### src/rtl/tx_ser_pkg.sv
package tx_ser_pkg;
  localparam int BYTE_W = 8;
  localparam int LEFT_W = $clog2(BYTE_W + 1);
  typedef logic [BYTE_W-1:0] byte_t;
  typedef logic [LEFT_W-1:0] left_t;
endpackage

### src/rtl/tx_bit_timer.sv
module tx_bit_timer #(
  parameter int CLK_HZ   = 96000,
  parameter int SLOW_BPS = 1200,
  parameter int FAST_BPS = 2400
) (
  input  logic clk,
  input  logic rst_n,
  input  logic run,
  input  logic rate_fast,
  output logic tick
);
  localparam int DIV_SLOW = CLK_HZ / SLOW_BPS;
  localparam int DIV_FAST = CLK_HZ / FAST_BPS;
  localparam int DIV_MAX  = (DIV_SLOW > DIV_FAST) ? DIV_SLOW : DIV_FAST;
  localparam int CW       = $clog2(DIV_MAX + 1);

  logic [CW-1:0] cnt_q, cnt_d, lim;

  assign lim  = rate_fast ? CW'(DIV_FAST - 1) : CW'(DIV_SLOW - 1);
  assign tick = run && (cnt_q >= lim);

  always_comb begin
    if (!run)      cnt_d = '0;
    else if (tick) cnt_d = '0;
    else           cnt_d = cnt_q + 1'b1;
  end

  always_ff @(posedge clk or negedge rst_n) begin
    if (!rst_n) cnt_q <= '0;
    else        cnt_q <= cnt_d;
  end


  tick_spacing_chk: assert property (@(posedge clk) disable iff (!rst_n)
    tick |=> !tick);
endmodule

### src/rtl/tx_shift_path.sv
module tx_shift_path
  import tx_ser_pkg::*;
(
  input  logic  clk,
  input  logic  rst_n,
  input  logic  tx_en,
  input  logic  tick,
  input  logic  wr_en,
  input  byte_t wr_data,
  input  byte_t idle_pat,
  output logic  ser_out,
  output logic  bit_stb,
  output logic  req_set,
  output logic  idle_set
);
  byte_t hold_q, hold_d, sh_q, sh_d;
  left_t left_q, left_d;
  logic  full_q, full_d, data_q, data_d, start_q, start_d, stb_q, stb_d;
  logic  boundary, take, idle_ld, shift;

  assign boundary = (left_q <= left_t'(1));
  assign take     = tick && full_q && (boundary || !data_q);
  assign idle_ld  = tick && !take && boundary;
  assign shift    = tick && !take && !boundary;

  always_comb begin
    hold_d  = hold_q;
    full_d  = full_q;
    sh_d    = sh_q;
    left_d  = left_q;
    data_d  = data_q;
    start_d = start_q | tick;
    stb_d   = tick;
    if (!tx_en) begin
      full_d  = 1'b0;
      left_d  = '0;
      data_d  = 1'b0;
      start_d = 1'b0;
      stb_d   = 1'b0;
    end else begin
      if (take) begin
        sh_d   = hold_q;
        left_d = left_t'(BYTE_W);
        data_d = 1'b1;
        full_d = 1'b0;
      end else if (idle_ld) begin
        sh_d   = idle_pat;
        left_d = left_t'(BYTE_W);
        data_d = 1'b0;
      end else if (shift) begin
        sh_d   = {sh_q[BYTE_W-2:0], 1'b0};
        left_d = left_q - 1'b1;
      end
      if (wr_en) begin
        hold_d = wr_data;
        full_d = 1'b1;
      end
    end
  end

  always_ff @(posedge clk or negedge rst_n) begin
    if (!rst_n) begin
      hold_q  <= '0;
      full_q  <= 1'b0;
      sh_q    <= '0;
      left_q  <= '0;
      data_q  <= 1'b0;
      start_q <= 1'b0;
      stb_q   <= 1'b0;
    end else begin
      hold_q  <= hold_d;
      full_q  <= full_d;
      sh_q    <= sh_d;
      left_q  <= left_d;
      data_q  <= data_d;
      start_q <= start_d;
      stb_q   <= stb_d;
    end
  end

  assign ser_out  = (left_q != '0) ? sh_q[BYTE_W-1] : 1'b1;
  assign bit_stb  = stb_q;
  assign req_set  = take || (tick && !start_q);
  assign idle_set = idle_ld;


  hold_flush_chk: assert property (@(posedge clk) disable iff (!rst_n)
    !tx_en |=> !full_q);

  data_from_hold_chk: assert property (@(posedge clk) disable iff (!rst_n)
    $rose(data_q) |-> $past(full_q));
endmodule

### src/rtl/tx_status_flags.sv
module tx_status_flags (
  input  logic clk,
  input  logic rst_n,
  input  logic tx_en,
  input  logic req_set,
  input  logic idle_set,
  input  logic rd_stb,
  output logic req_flag,
  output logic idle_flag,
  output logic irq_n
);
  logic req_q, req_d, idl_q, idl_d;

  always_comb begin
    if (!tx_en)        req_d = 1'b0;
    else if (req_set)  req_d = 1'b1;
    else if (rd_stb)   req_d = 1'b0;
    else               req_d = req_q;
    if (!tx_en)        idl_d = 1'b0;
    else if (idle_set) idl_d = 1'b1;
    else if (rd_stb)   idl_d = 1'b0;
    else               idl_d = idl_q;
  end

  always_ff @(posedge clk or negedge rst_n) begin
    if (!rst_n) begin
      req_q <= 1'b0;
      idl_q <= 1'b0;
    end else begin
      req_q <= req_d;
      idl_q <= idl_d;
    end
  end

  assign req_flag  = req_q;
  assign idle_flag = idl_q;
  assign irq_n     = ~req_q;


  rd_clears_req_chk: assert property (@(posedge clk) disable iff (!rst_n)
    rd_stb && !req_set |=> !req_q);

  set_beats_rd_chk: assert property (@(posedge clk) disable iff (!rst_n)
    tx_en && req_set |=> req_q);
endmodule

### src/rtl/byte_tx_serializer.sv
module byte_tx_serializer
  import tx_ser_pkg::*;
#(
  parameter int CLK_HZ = 96000
) (
  input  logic                clk,
  input  logic                rst_n,
  input  logic                tx_en,
  input  logic                rate_fast,
  input  logic                wr_en,
  input  logic [BYTE_W-1:0]   wr_data,
  input  logic [BYTE_W-1:0]   idle_pat,
  input  logic                stat_rd,
  output logic                stat_req,
  output logic                stat_idle,
  output logic                ser_out,
  output logic                bit_stb,
  output logic                irq_n
);
  logic tick, req_set, idle_set;

  tx_bit_timer #(.CLK_HZ(CLK_HZ)) u_timer (
    .clk(clk), .rst_n(rst_n), .run(tx_en), .rate_fast(rate_fast), .tick(tick)
  );

  tx_shift_path u_path (
    .clk(clk), .rst_n(rst_n), .tx_en(tx_en), .tick(tick),
    .wr_en(wr_en), .wr_data(wr_data), .idle_pat(idle_pat),
    .ser_out(ser_out), .bit_stb(bit_stb),
    .req_set(req_set), .idle_set(idle_set)
  );

  tx_status_flags u_flags (
    .clk(clk), .rst_n(rst_n), .tx_en(tx_en),
    .req_set(req_set), .idle_set(idle_set), .rd_stb(stat_rd),
    .req_flag(stat_req), .idle_flag(stat_idle), .irq_n(irq_n)
  );


  irq_on_boundary_chk: assert property (@(posedge clk) disable iff (!rst_n)
    $fell(irq_n) |-> $past(tick));

  line_mark_chk: assert property (@(posedge clk) disable iff (!rst_n)
    !tx_en |=> ser_out && !bit_stb);
endmodule

### config.mk
export PLATFORM = sky130hd
export DESIGN_NAME = byte_tx_serializer
export DESIGN_NICKNAME = d
export VERILOG_FILES = /design/src/rtl/tx_ser_pkg.sv /design/src/rtl/tx_bit_timer.sv /design/src/rtl/tx_shift_path.sv /design/src/rtl/tx_status_flags.sv /design/src/rtl/byte_tx_serializer.sv
export SDC_FILE = /design/constraint.sdc
export NUM_CORES = 1
export LEC_CHECK = 0
export ABC_AREA = 1
export ABC_CLOCK_PERIOD_IN_PS = 1500
export BUFFER_PORTS_ARGS = -buffer_cell sky130_fd_sc_hd__clkbuf_2
export CORE_MARGIN = 2
export CORE_UTILIZATION = 45
export CTS_CLUSTER_SIZE = 10
export DETAILED_ROUTE_END_ITERATION = 16
export PLACE_DENSITY = 0.7
export SLEW_MARGIN = 40
export SYNTH_ARGS = -nofsm -noshare
export SYNTH_HDL_FRONTEND = slang
export SYNTH_SLANG_ARGS = --single-unit
### constraint.sdc
create_clock -name clk -period 1.5 [get_ports clk]
set_input_delay 0.15 -clock clk [delete_from_list [all_inputs] [get_ports clk]]
set_output_delay 0.15 -clock clk [all_outputs]
set_load 0.03 [all_outputs]
==> results of run 1 <==
## metrics by stage
| step | setup slack (ps) | total power [W] | std cells |
|---|---|---|---|
| 2_1_floorplan | -51.7 | 0.00117 | 190 |
| 3_3_place_gp | -121 | 0.00129 | 286 |
| 3_5_place_dp | -177 | 0.00130 | 286 |
| 4_1_cts | -154 | 0.00193 | 296 |
| 5_1_grt | -220 | 0.00208 | 301 |
| 6_report | -126 | 0.00198 | 301 |
## report_power, final
group          internal [W]  switching [W]  total (W)
logic              0.000161       0.000188   0.000349
registers          0.000957      0.0000429    0.00100
clock network      0.000321       0.000310   0.000631
total               0.00144       0.000541    0.00198
## path summary, 6_finish.rpt
path                                            start                      endpoint  slack (ps)  cells after the start
min reg2reg                u_path.sh_q[2]$_DFFE_PN0P_    u_path.sh_q[2]$_DFFE_PN0P_         490                      2
max in group asynchronous                       rst_n    u_timer.cnt_q[4]$_DFF_PN0_         750                      3
max reg2reg                u_timer.cnt_q[6]$_DFF_PN0_    u_path.sh_q[5]$_DFFE_PN0P_        -130                     10
min                                        wr_data[0]  u_path.hold_q[0]$_DFFE_PN0P_         100                      2
max                        u_timer.cnt_q[6]$_DFF_PN0_    u_path.sh_q[5]$_DFFE_PN0P_        -130                     10
min in group asynchronous                       rst_n  u_path.left_q[3]$_DFFE_PN0P_         440                      3
## worst max-delay path, cell delays in order (launching register included)
cell	delay, ps
dfrtp_1	410
ha_4	300
nand2_4	70
nor2_4	100
nor2_4	60
nand2_8	130
nand3_4	130
nand2_1	110
nand3_1	80
nand2_1	70
nand2_1	50
## state kept, by name, summed over array words and instances (netlist names), 4 cells and up
signal	flops
u_path.hold_q	8
u_path.sh_q	8
u_timer.cnt_q	7
u_path.left_q	4
## cell usage after synthesis (2+ instances only)
| cell | n | area share (%) |
|---|---|---|
| nand2_1 | 40 | 8.7 |
| dfrtp_1 | 33 | 48 |
| nor2_1 | 26 | 5.7 |
| inv_1 | 19 | 4.1 |
| nand3_1 | 12 | 3.5 |
| mux2_2 | 8 | 5.2 |
| nand4_1 | 8 | 2.9 |
| ha_1 | 7 | 5.1 |
| nand3_2 | 4 | 2.3 |
| xor2_1 | 4 | 2.0 |
| o21ai_0 | 3 | 0.87 |
| a21oi_1 | 2 | 0.58 |
| a21oi_2 | 2 | 1.0 |
| buf_2 | 2 | 0.58 |
| buf_6 | 2 | 1.3 |
| inv_2 | 2 | 0.44 |
| o21ai_1 | 2 | 0.58 |
## per-layer routing
metal	part of all wire (%)	global-route usage [%]	vias up
li1	-	-	751
met1	43	26.0	736
met2	51	28.7	39
met3	4.8	5.45	4
met4	1.2	7.03	0
met5	0	0	-
## cells by family (layout without fill, tap and decap cells)
logic type | Yosys count | after routing | share of synthesized area (%)
flops | 33 | 33 | 47.9
fa+ha+maj | 7 | 7 | 5.08
xor+xnor | 5 | 5 | 2.54
simple gates | 96 | 97 | 26.0
buf+inv | 26 | 88 | 6.67
mux | 8 | 8 | 5.22
compound gates | 15 | 15 | 6.60
## what timing repair did
action / 4_1_cts / 5_1_grt
pin swaps: 1 / 15
hold buffers: 1 / 0
gates resized for setup: 6 / 54
endpoints found under the setup margin: 23 / 26
hold endpoints to repair: 33 / 0
cloned: 0 / 1
setup buffers: 1 / 4
## cell type report
class                   count  area [µm²]
repair buffers             59         415
well taps                  48        60.1
flip-flops and latches     33         826
fillers                   286        1190
inverters                  21        86.3
multi-input cells         132         997
clock buffers               6        72.6
clock inverters             2        10.0
==> flow_summary.toml, run 1 <==
[synthesis]
syn_area_mm2 = 0.00173
yosysWarningCount = 0
synth_async_sr_flop_share_pct = 100
syn-instance-count = 190
yosys_most_used_dff = "dfrtp_1"
synth_cell_type_count = 31
syn_area_per_cell_um2 = 9.08
synth_edf_count = 0
synth_fp_nets = 219
ys_seq_area_share_pct = 47.9
yosys_register_bits = 33

[route]
wire_per_inst_um = 13.5
drt-total-wl_um = 4070
drtPass1Iterations = 4
vias = 1530
ant_nets = 0
drt_iter0_markers = 74
viasPerCell = 5.08
drc = 0

[finish]
drive_gt1_share_pct = 46.6
final_cell_area_mm2 = 0.00247
final_common_cell = "dfrtp_1"
fin_util_pct = 67.4
fin_nets = 281
n_antenna_cell = 0
layout_common_cells = "dfrtp_1, nand2_1, clkbuf_2, buf_4, inv_1"
area_growth_pct = 43.0

[floorplanning]
rows = 22
die_h_um = 65.9
start_util_pct = 47.1
die_area_mm2 = 0.00435
io_pins = 27
core_mm2 = 0.00366
die_x_um = 65.9

[global_routing]
grt_overflow = 0
grt_antenna_before_repair = 0
grt_pass1_wl_um = 6220
grt_max_degree = 34
grt_pass1_vias = 1369
grtUsageTotal_pct = 19.0

[timing]
setup_viol = 22
finClkSkew_ps = 2.76
setup_ws_ps = -126
fmax_ghz = 0.615
tightest_slew_ps = 500
setup_tns_ps = -1580
grt_setup_unrepaired = "true"
post-route-period-util_pct = 108
slew_headroom_pct = 66.7
hold_ws_ps = 99.8
maxSlewViolCount = 0
finalHoldViolations = 0
post-route-min-period_ps = 1630

[clock_tree]
clk_latency_ps = 280
ctsRootBufferMaster = "clkbuf_8"
cts.sinks = 33
htreeDepth = 2
cts_tree = "yes"
clk_pin_slew_ps = 70
cts_made_buffers = 5
clock_path_buffers = 2

[placed_design]
port_buffers = 26
placed_cell_area_mm2 = 0.00208
dpl.hpwl_um = 2650
gp_congestion = 0.823

[run_status]
outcome = "finished, violations left"
violations = "setup timing"

[power]
ir_worst_vdd_mv = 0.709
power-per-cell-area_mw_per_mm2 = 803
p_leak_nw = 1.23

[worst_setup_path]
cp_data_arrival_time_ps = 1800
cp.required_ps = 1670
worstPathMaxFanout = 7
crit_path_end_kind = "flip-flop"
cp-start-kind = "flip-flop"
path_class = "flip-flop to flip-flop"

[worst_hold_path]
min_path_type = "primary input to flip-flop"

[run]
maxCapViolCount = 0
Power figures use the tool's default switching activity.
==> run 2: changes to the inputs <==
- CTS_BUF_LIST: default -> sky130_fd_sc_hd__clkbuf_8 sky130_fd_sc_hd__clkbuf_16
- SLEW_MARGIN: 40 -> 20
==> run 2 against run 1 <==
The run still ends with setup timing left. Cell count unchanged. Non-clock buffer count unchanged. Maximum frequency did not move. Critical path type unchanged. Critical endpoint unchanged.
==> flow_summary.toml, run 2 (synthesized netlist as in run 1, its figures left out) <==
[floorplanning]
die_h_um = 65.9
die_x_um = 65.9
io_pins = 27
core_mm2 = 0.00366
die_area_mm2 = 0.00435
start_util_pct = 47.1
rows = 22

[timing]
slew_headroom_pct = 66.7
grt_setup_unrepaired = "true"
setup_viol = 22
tightest_slew_ps = 500
post-route-min-period_ps = 1630
finalHoldViolations = 0
setup_ws_ps = -126
fmax_ghz = 0.615
post-route-period-util_pct = 108
finClkSkew_ps = 2.76
maxSlewViolCount = 0
hold_ws_ps = 99.5

[clock_tree]
clk_latency_ps = 280
clock_path_buffers = 2
clk_pin_slew_ps = 70
cts.sinks = 33
cts_made_buffers = 5
htreeDepth = 2
ctsRootBufferMaster = "clkbuf_8"
cts_tree = "yes"

[route]
wire_per_inst_um = 13.5
drc = 0
vias = 1530
ant_nets = 0
drtPass1Iterations = 4
viasPerCell = 5.08
drt_iter0_markers = 74
drt-total-wl_um = 4070

[worst_setup_path]
worstPathMaxFanout = 7
cp-start-kind = "flip-flop"
worstReg2RegEnd = "u_path.sh_q[5]$_DFFE_PN0P_"
path_class = "flip-flop to flip-flop"
r2r-start = "u_timer.cnt_q[6]$_DFF_PN0_"
crit_path_end_kind = "flip-flop"
cp.required_ps = 1670
reg2regPathDepth = 10
r2r_slack_ps = -130
cp_data_arrival_time_ps = 1800

[finish]
n_antenna_cell = 0
seqCellArea_um2 = 826
final_common_cell = "dfrtp_1"
largest_registers = "u_path.hold_q: 8 flops, u_path.sh_q: 8 flops, u_timer.cnt_q: 7 flops"
multi_input_comb_area_um2 = 997
final_cells = 301
final_cell_area_mm2 = 0.00247
area_growth_pct = 43.0
fillerInstances = 286
layout_common_cells = "dfrtp_1, nand2_1, clkbuf_2, buf_4, inv_1"
drive_gt1_share_pct = 46.6
fin_nets = 281

[power]
power-per-cell-area_mw_per_mm2 = 800
p_leak_nw = 1.23
ir_worst_vdd_mv = 0.710

[global_routing]
grt_use_met1_pct = 26.0
use_met2_pct = 28.7
grt_overflow = 0
grt_antenna_before_repair = 0
grt_max_degree = 34
grtUsageTotal_pct = 19.0
grt_pass1_wl_um = 6220
grt.busiest_layer = "met2"
grt_pass1_vias = 1369
grtUsageMet3_pct = 5.45

[placed_design]
placed_cell_area_mm2 = 0.00208
pre_cts_ws_ps = -177
placed_cells = 286
dpl.hpwl_um = 2650
port_buffers = 26
gp_congestion = 0.823

[worst_hold_path]
min_path_type = "primary input to flip-flop"
hold_depth = 2
min_to = "u_path.hold_q[0]$_DFFE_PN0P_"
hold_start = "wr_data[0]"

[run_status]
outcome = "finished, violations left"
violations = "setup timing"

[run]
maxCapViolCount = 0
[run 2: cell types whose count changed in the layout (fill, tap and decap cells not counted)]
cell,delta
inv_1,+1
clkbuf_1,-1
[run 2: timing repair]
item / CTS / global route
buffers inserted: 1 / 4
gates cloned: 0 / 1
hold buffers: 1 / 0
resized for setup: 6 / 54
pin swaps: 1 / 15
hold endpoints to repair: 33 / 0
setup endpoints to repair: 23 / 26
[run 2: worst max-delay path: stages (launching register included)]
cell and delay, ps:
dfrtp_1 410, ha_4 300, nand2_4 70, nor2_4 100, nor2_4 60, nand2_8 130, nand3_4 130, nand2_1 110
nand3_1 80, nand2_1 70, nand2_1 50
[run 2: worst max-delay path by stage]
stage / from / end / slack (ps) / cells after the start
2_1_floorplan: u_timer.cnt_q[6]$_DFF_PN0_ / u_path.sh_q[2]$_DFFE_PN0P_ / -50 / 11
3_3_place_gp: u_timer.cnt_q[6]$_DFF_PN0_ / u_path.sh_q[2]$_DFFE_PN0P_ / -120 / 10
3_5_place_dp: u_timer.cnt_q[6]$_DFF_PN0_ / u_path.sh_q[3]$_DFFE_PN0P_ / -180 / 10
4_1_cts: u_timer.cnt_q[6]$_DFF_PN0_ / u_path.sh_q[7]$_DFFE_PN0P_ / -150 / 10
5_1_grt: u_timer.cnt_q[3]$_DFF_PN0_ / u_path.sh_q[5]$_DFFE_PN0P_ / -220 / 10
6_report: u_timer.cnt_q[6]$_DFF_PN0_ / u_path.sh_q[5]$_DFFE_PN0P_ / -130 / 10
[run 2: through the flow]
step	util, %	TNS (ps)	power (W)
2_1_floorplan	-	-390	0.00117
3_3_place_gp	56.9	-1680	0.00129
3_5_place_dp	56.9	-2390	0.00130
4_1_cts	60.0	-2270	0.00193
5_1_grt	67.4	-3580	0.00207
6_report	67.4	-1580	0.00197
[run 2: area by class of cell]
type / instances / share of cell area (%)
tap: 48 / 2.43
inverter: 21 / 3.50
sequential: 33 / 33.5
clock buffer: 5 / 2.79
clock inverter: 3 / 0.558
multi-input combinational: 132 / 40.4
timing repair buffer: 59 / 16.8
[run 2: report_power, final]
part / total [W] / switching, W / internal, W
combinational: 0.000349 / 0.000188 / 0.000161
clock: 0.000625 / 0.000311 / 0.000314
sequential: 0.00100 / 0.0000429 / 0.000957
[run 2: per-layer routing]
layer	part of all wire, %	wire length (µm)
met4	1.2	47
met2	51	2070
met3	4.8	196
met1	43	1760
met5	0	0
==> run 3: changes to the inputs <==
- ABC_AREA: 1 -> default
- CORE_UTILIZATION: 45 -> 50
- PLACE_DENSITY: 0.7 -> 0.77
==> run 3 against run 2 <==
The flow still finishes with violations (setup timing). Global-route usage increased by 4.0 points. Power decreased by 2.9%. Die area down 12%. Core utilization is 4.2 points higher. Combinational power decreased by 25%. Sequential cell count is the same. Register-to-register slack worse by 160 ps. Cell count decreased by 11%. Clock skew is 0.99 ps higher. Sequential power is essentially flat. Critical endpoint unchanged. Highest routed layer unchanged.
==> flow_summary.toml, run 3 <==
[synthesis]
syn-instance-count = 162
synth_top_area_cell = "dfrtp_1"
synth_edf_count = 0
yosys_most_used_dff = "dfrtp_1"
ys_seq_area_share_pct = 49.3
synth_area_leaders = "dfrtp_1, mux2_2, ha_1, nor2_1, nand2_1"
synth.most_common_cell = "dfrtp_1"
ys_top_cells_by_count = "dfrtp_1, nor2_1, nand2_1"
syn_area_mm2 = 0.00167
syn_area_per_cell_um2 = 10.3
synth_cell_type_count = 33
yosysWarningCount = 0
synth_fp_nets = 191
synth_async_sr_flop_share_pct = 100
yosysTopAreaCellShare_pct = 49.3
yosys_register_bits = 33

[route]
ant_nets = 0
drc = 0
vias = 1490
viasPerCell = 5.56
drtPass1Iterations = 4
wire_per_inst_um = 15.3
drt_iter0_markers = 72
drt-total-wl_um = 4100

[worst_setup_path]
worstPathMaxFanout = 17
cp_slowest_cell = "dfrtp_1"
cp-start-kind = "flip-flop"
crit_path_end_kind = "flip-flop"
path_class = "flip-flop to flip-flop"
path_cells = "ha_4 > o21a_1 > o21ai_1 > buf_4 > a21o_2 > buf_12 > o31ai_2"
cp.required_ps = 1700
slowest_delay_ps = 410
cp_data_arrival_time_ps = 1980
reg2regPathDepth = 7

[clock_tree]
cts_made_buffers = 5
cts.sinks = 33
clk_pin_slew_ps = 70
ctsRootBufferMaster = "clkbuf_8"
clk_latency_ps = 290
cts_tree = "yes"
clock_path_buffers = 2
htreeDepth = 2

[timing]
tightest_slew_ps = 415
setup_viol = 25
slew_headroom_pct = 72.3
finalHoldViolations = 0
post-route-min-period_ps = 1780
post-route-period-util_pct = 119
fmax_ghz = 0.561
grt_setup_unrepaired = "true"
finClkSkew_ps = 3.75
setup_ws_ps = -282
maxSlewViolCount = 0

[placed_design]
placed_cells = 255
pre_cts_ws_ps = -362
dpl.hpwl_um = 2720
gp_congestion = 0.797
port_buffers = 26

[finish]
fillerInstances = 235
largest_registers = "u_path.hold_q: 8 flops, u_path.sh_q: 8 flops, u_timer.cnt_q: 7 flops"
area_growth_pct = 40.5
layout_common_cells = "dfrtp_1, clkbuf_2, buf_4, nor2_1, mux2_2"
final_common_cell = "dfrtp_1"
fin_nets = 250
drive_gt1_share_pct = 48.6
final_cells = 268
multi_input_comb_area_um2 = 965
fin_util_pct = 71.6
n_antenna_cell = 0
seqCellArea_um2 = 826

[floorplanning]
die_area_mm2 = 0.00383
rows = 21
die_x_um = 61.9
io_pins = 27
start_util_pct = 51.0
die_h_um = 61.9
core_mm2 = 0.00328

[power]
power.total_w = 0.00192
power-per-cell-area_mw_per_mm2 = 815
p_seq_share_pct = 52.3
p_int_w = 0.00140
p_sw_share_pct = 26.9
clock_power_share_pct = 34.0
p_leak_nw = 1.11
p_switching_w = 0.000516
ir_worst_vdd_mv = 0.598
comb_power_share_pct = 13.6

[global_routing]
grt_pass1_wl_um = 6270
grt_antenna_before_repair = 0
grtUsageTotal_pct = 23.1
grt_overflow = 0
grt_max_degree = 34
grt_pass1_vias = 1428

[run_status]
violations = "setup timing"
outcome = "finished, violations left"

[run]
maxCapViolCount = 0

[worst_hold_path]
min_path_type = "primary input to flip-flop"
hold_depth = 2
==> run 3: cell types whose count changed in the layout (fill, tap and decap cells not counted), sizes merged, moves of 6 or more <==
cell / change
nand2: -24
inv: -14
nand3: -12
nor2: -10
nand4: -8
o31ai: +8
mux2: +7
o22ai: +6
==> run 3: logic make-up (layout without fill, tap and decap cells) <==
kind of cell	Yosys count	after routing	share of synthesized area (%)
adders and majority gates	7	7	5.23
and+or+nand+nor	50	52	13.9
DFF	33	33	49.3
xor gates and xnor gates	5	5	2.62
buffers and inverters	14	72	3.81
muxes	15	15	10.1
AOI/OAI and AO/OA	38	38	15.0
==> run 3: through the flow <==
stage | instance area, µm² | TNS, ps | hold slack, ps
final | 2350 | -4740 | 91.0
after global routing | 2350 | -6250 | 83.1
after CTS | 2240 | -4470 | 86.7
after detailed placement | 2050 | -5950 | 197
after global placement | 2050 | -4180 | 190
after floorplan | 1710 | -2440 | -146
==> run 3: worst max-delay path, delay by kind of cell (launching register included) <==
kind | cells | cell delay, ps
AOI/OAI and AO/OA | 4 | 690
DFF | 1 | 410
buffers and inverters | 2 | 310
adders and majority gates | 1 | 280
==> run 3: power groups by stage <==
stage | Clock, W | Sequential, W | Combinational, W
6_report | 0.000652 | 0.00100 | 0.000262
5_1_grt | 0.000716 | 0.00101 | 0.000288
4_1_cts | 0.000667 | 0.000998 | 0.000239
3_5_place_dp | 0 | 0.00101 | 0.000213
3_3_place_gp | 0 | 0.00101 | 0.000201
2_1_floorplan | 0 | 0.00100 | 0.000117
==> run 3: area by class of cell <==
| type | instances | area share [%] |
|---|---|---|
| clock buffers | 5 | 2.93 |
| clock inverters | 3 | 0.745 |
| inverters | 9 | 1.44 |
| multi-input cells | 117 | 41.0 |
| flip-flops and latches | 33 | 35.1 |
| well taps | 46 | 2.45 |
| repair buffers | 55 | 16.3 |
==> run 3: what timing repair did <==
| item | CTS | global route |
|---|---|---|
| hold buffers | 1 | 0 |
| gates cloned | 0 | 2 |
| buffers inserted | 1 | 2 |
| endpoints found under the hold margin | 33 | 0 |
| resized for setup | 18 | 19 |
| endpoints found under the setup margin | 26 | 26 |
| pin swaps | 1 | 4 |
==> run 3: worst paths after layout <==
kind | slack, ps | startpoint | end
worst max register to register | -280 | u_timer.cnt_q[5]$_DFF_PN0_ | u_path.sh_q[5]$_DFFE_PN0P_
worst min-delay path | 90 | wr_data[7] | u_path.hold_q[7]$_DFFE_PN0P_
min in group asynchronous | 420 | rst_n | u_path.bit_stb$_DFF_PN0_
max in group asynchronous | 780 | rst_n | u_path.left_q[0]$_DFFE_PN0P_
worst max-delay path | -280 | u_timer.cnt_q[5]$_DFF_PN0_ | u_path.sh_q[5]$_DFFE_PN0P_
worst min register to register | 510 | u_path.hold_q[5]$_DFFE_PN0P_ | u_path.hold_q[5]$_DFFE_PN0P_
==> run 3: per-layer routing <==
metal / global-route usage [%] / part of all wire (%) / wire [µm]
met1: 28.6 / 44 / 1800
met2: 37.7 / 50 / 2050
met3: 6.63 / 5.0 / 205
met4: 10.0 / 1.3 / 54
met5: 0 / 0 / 0
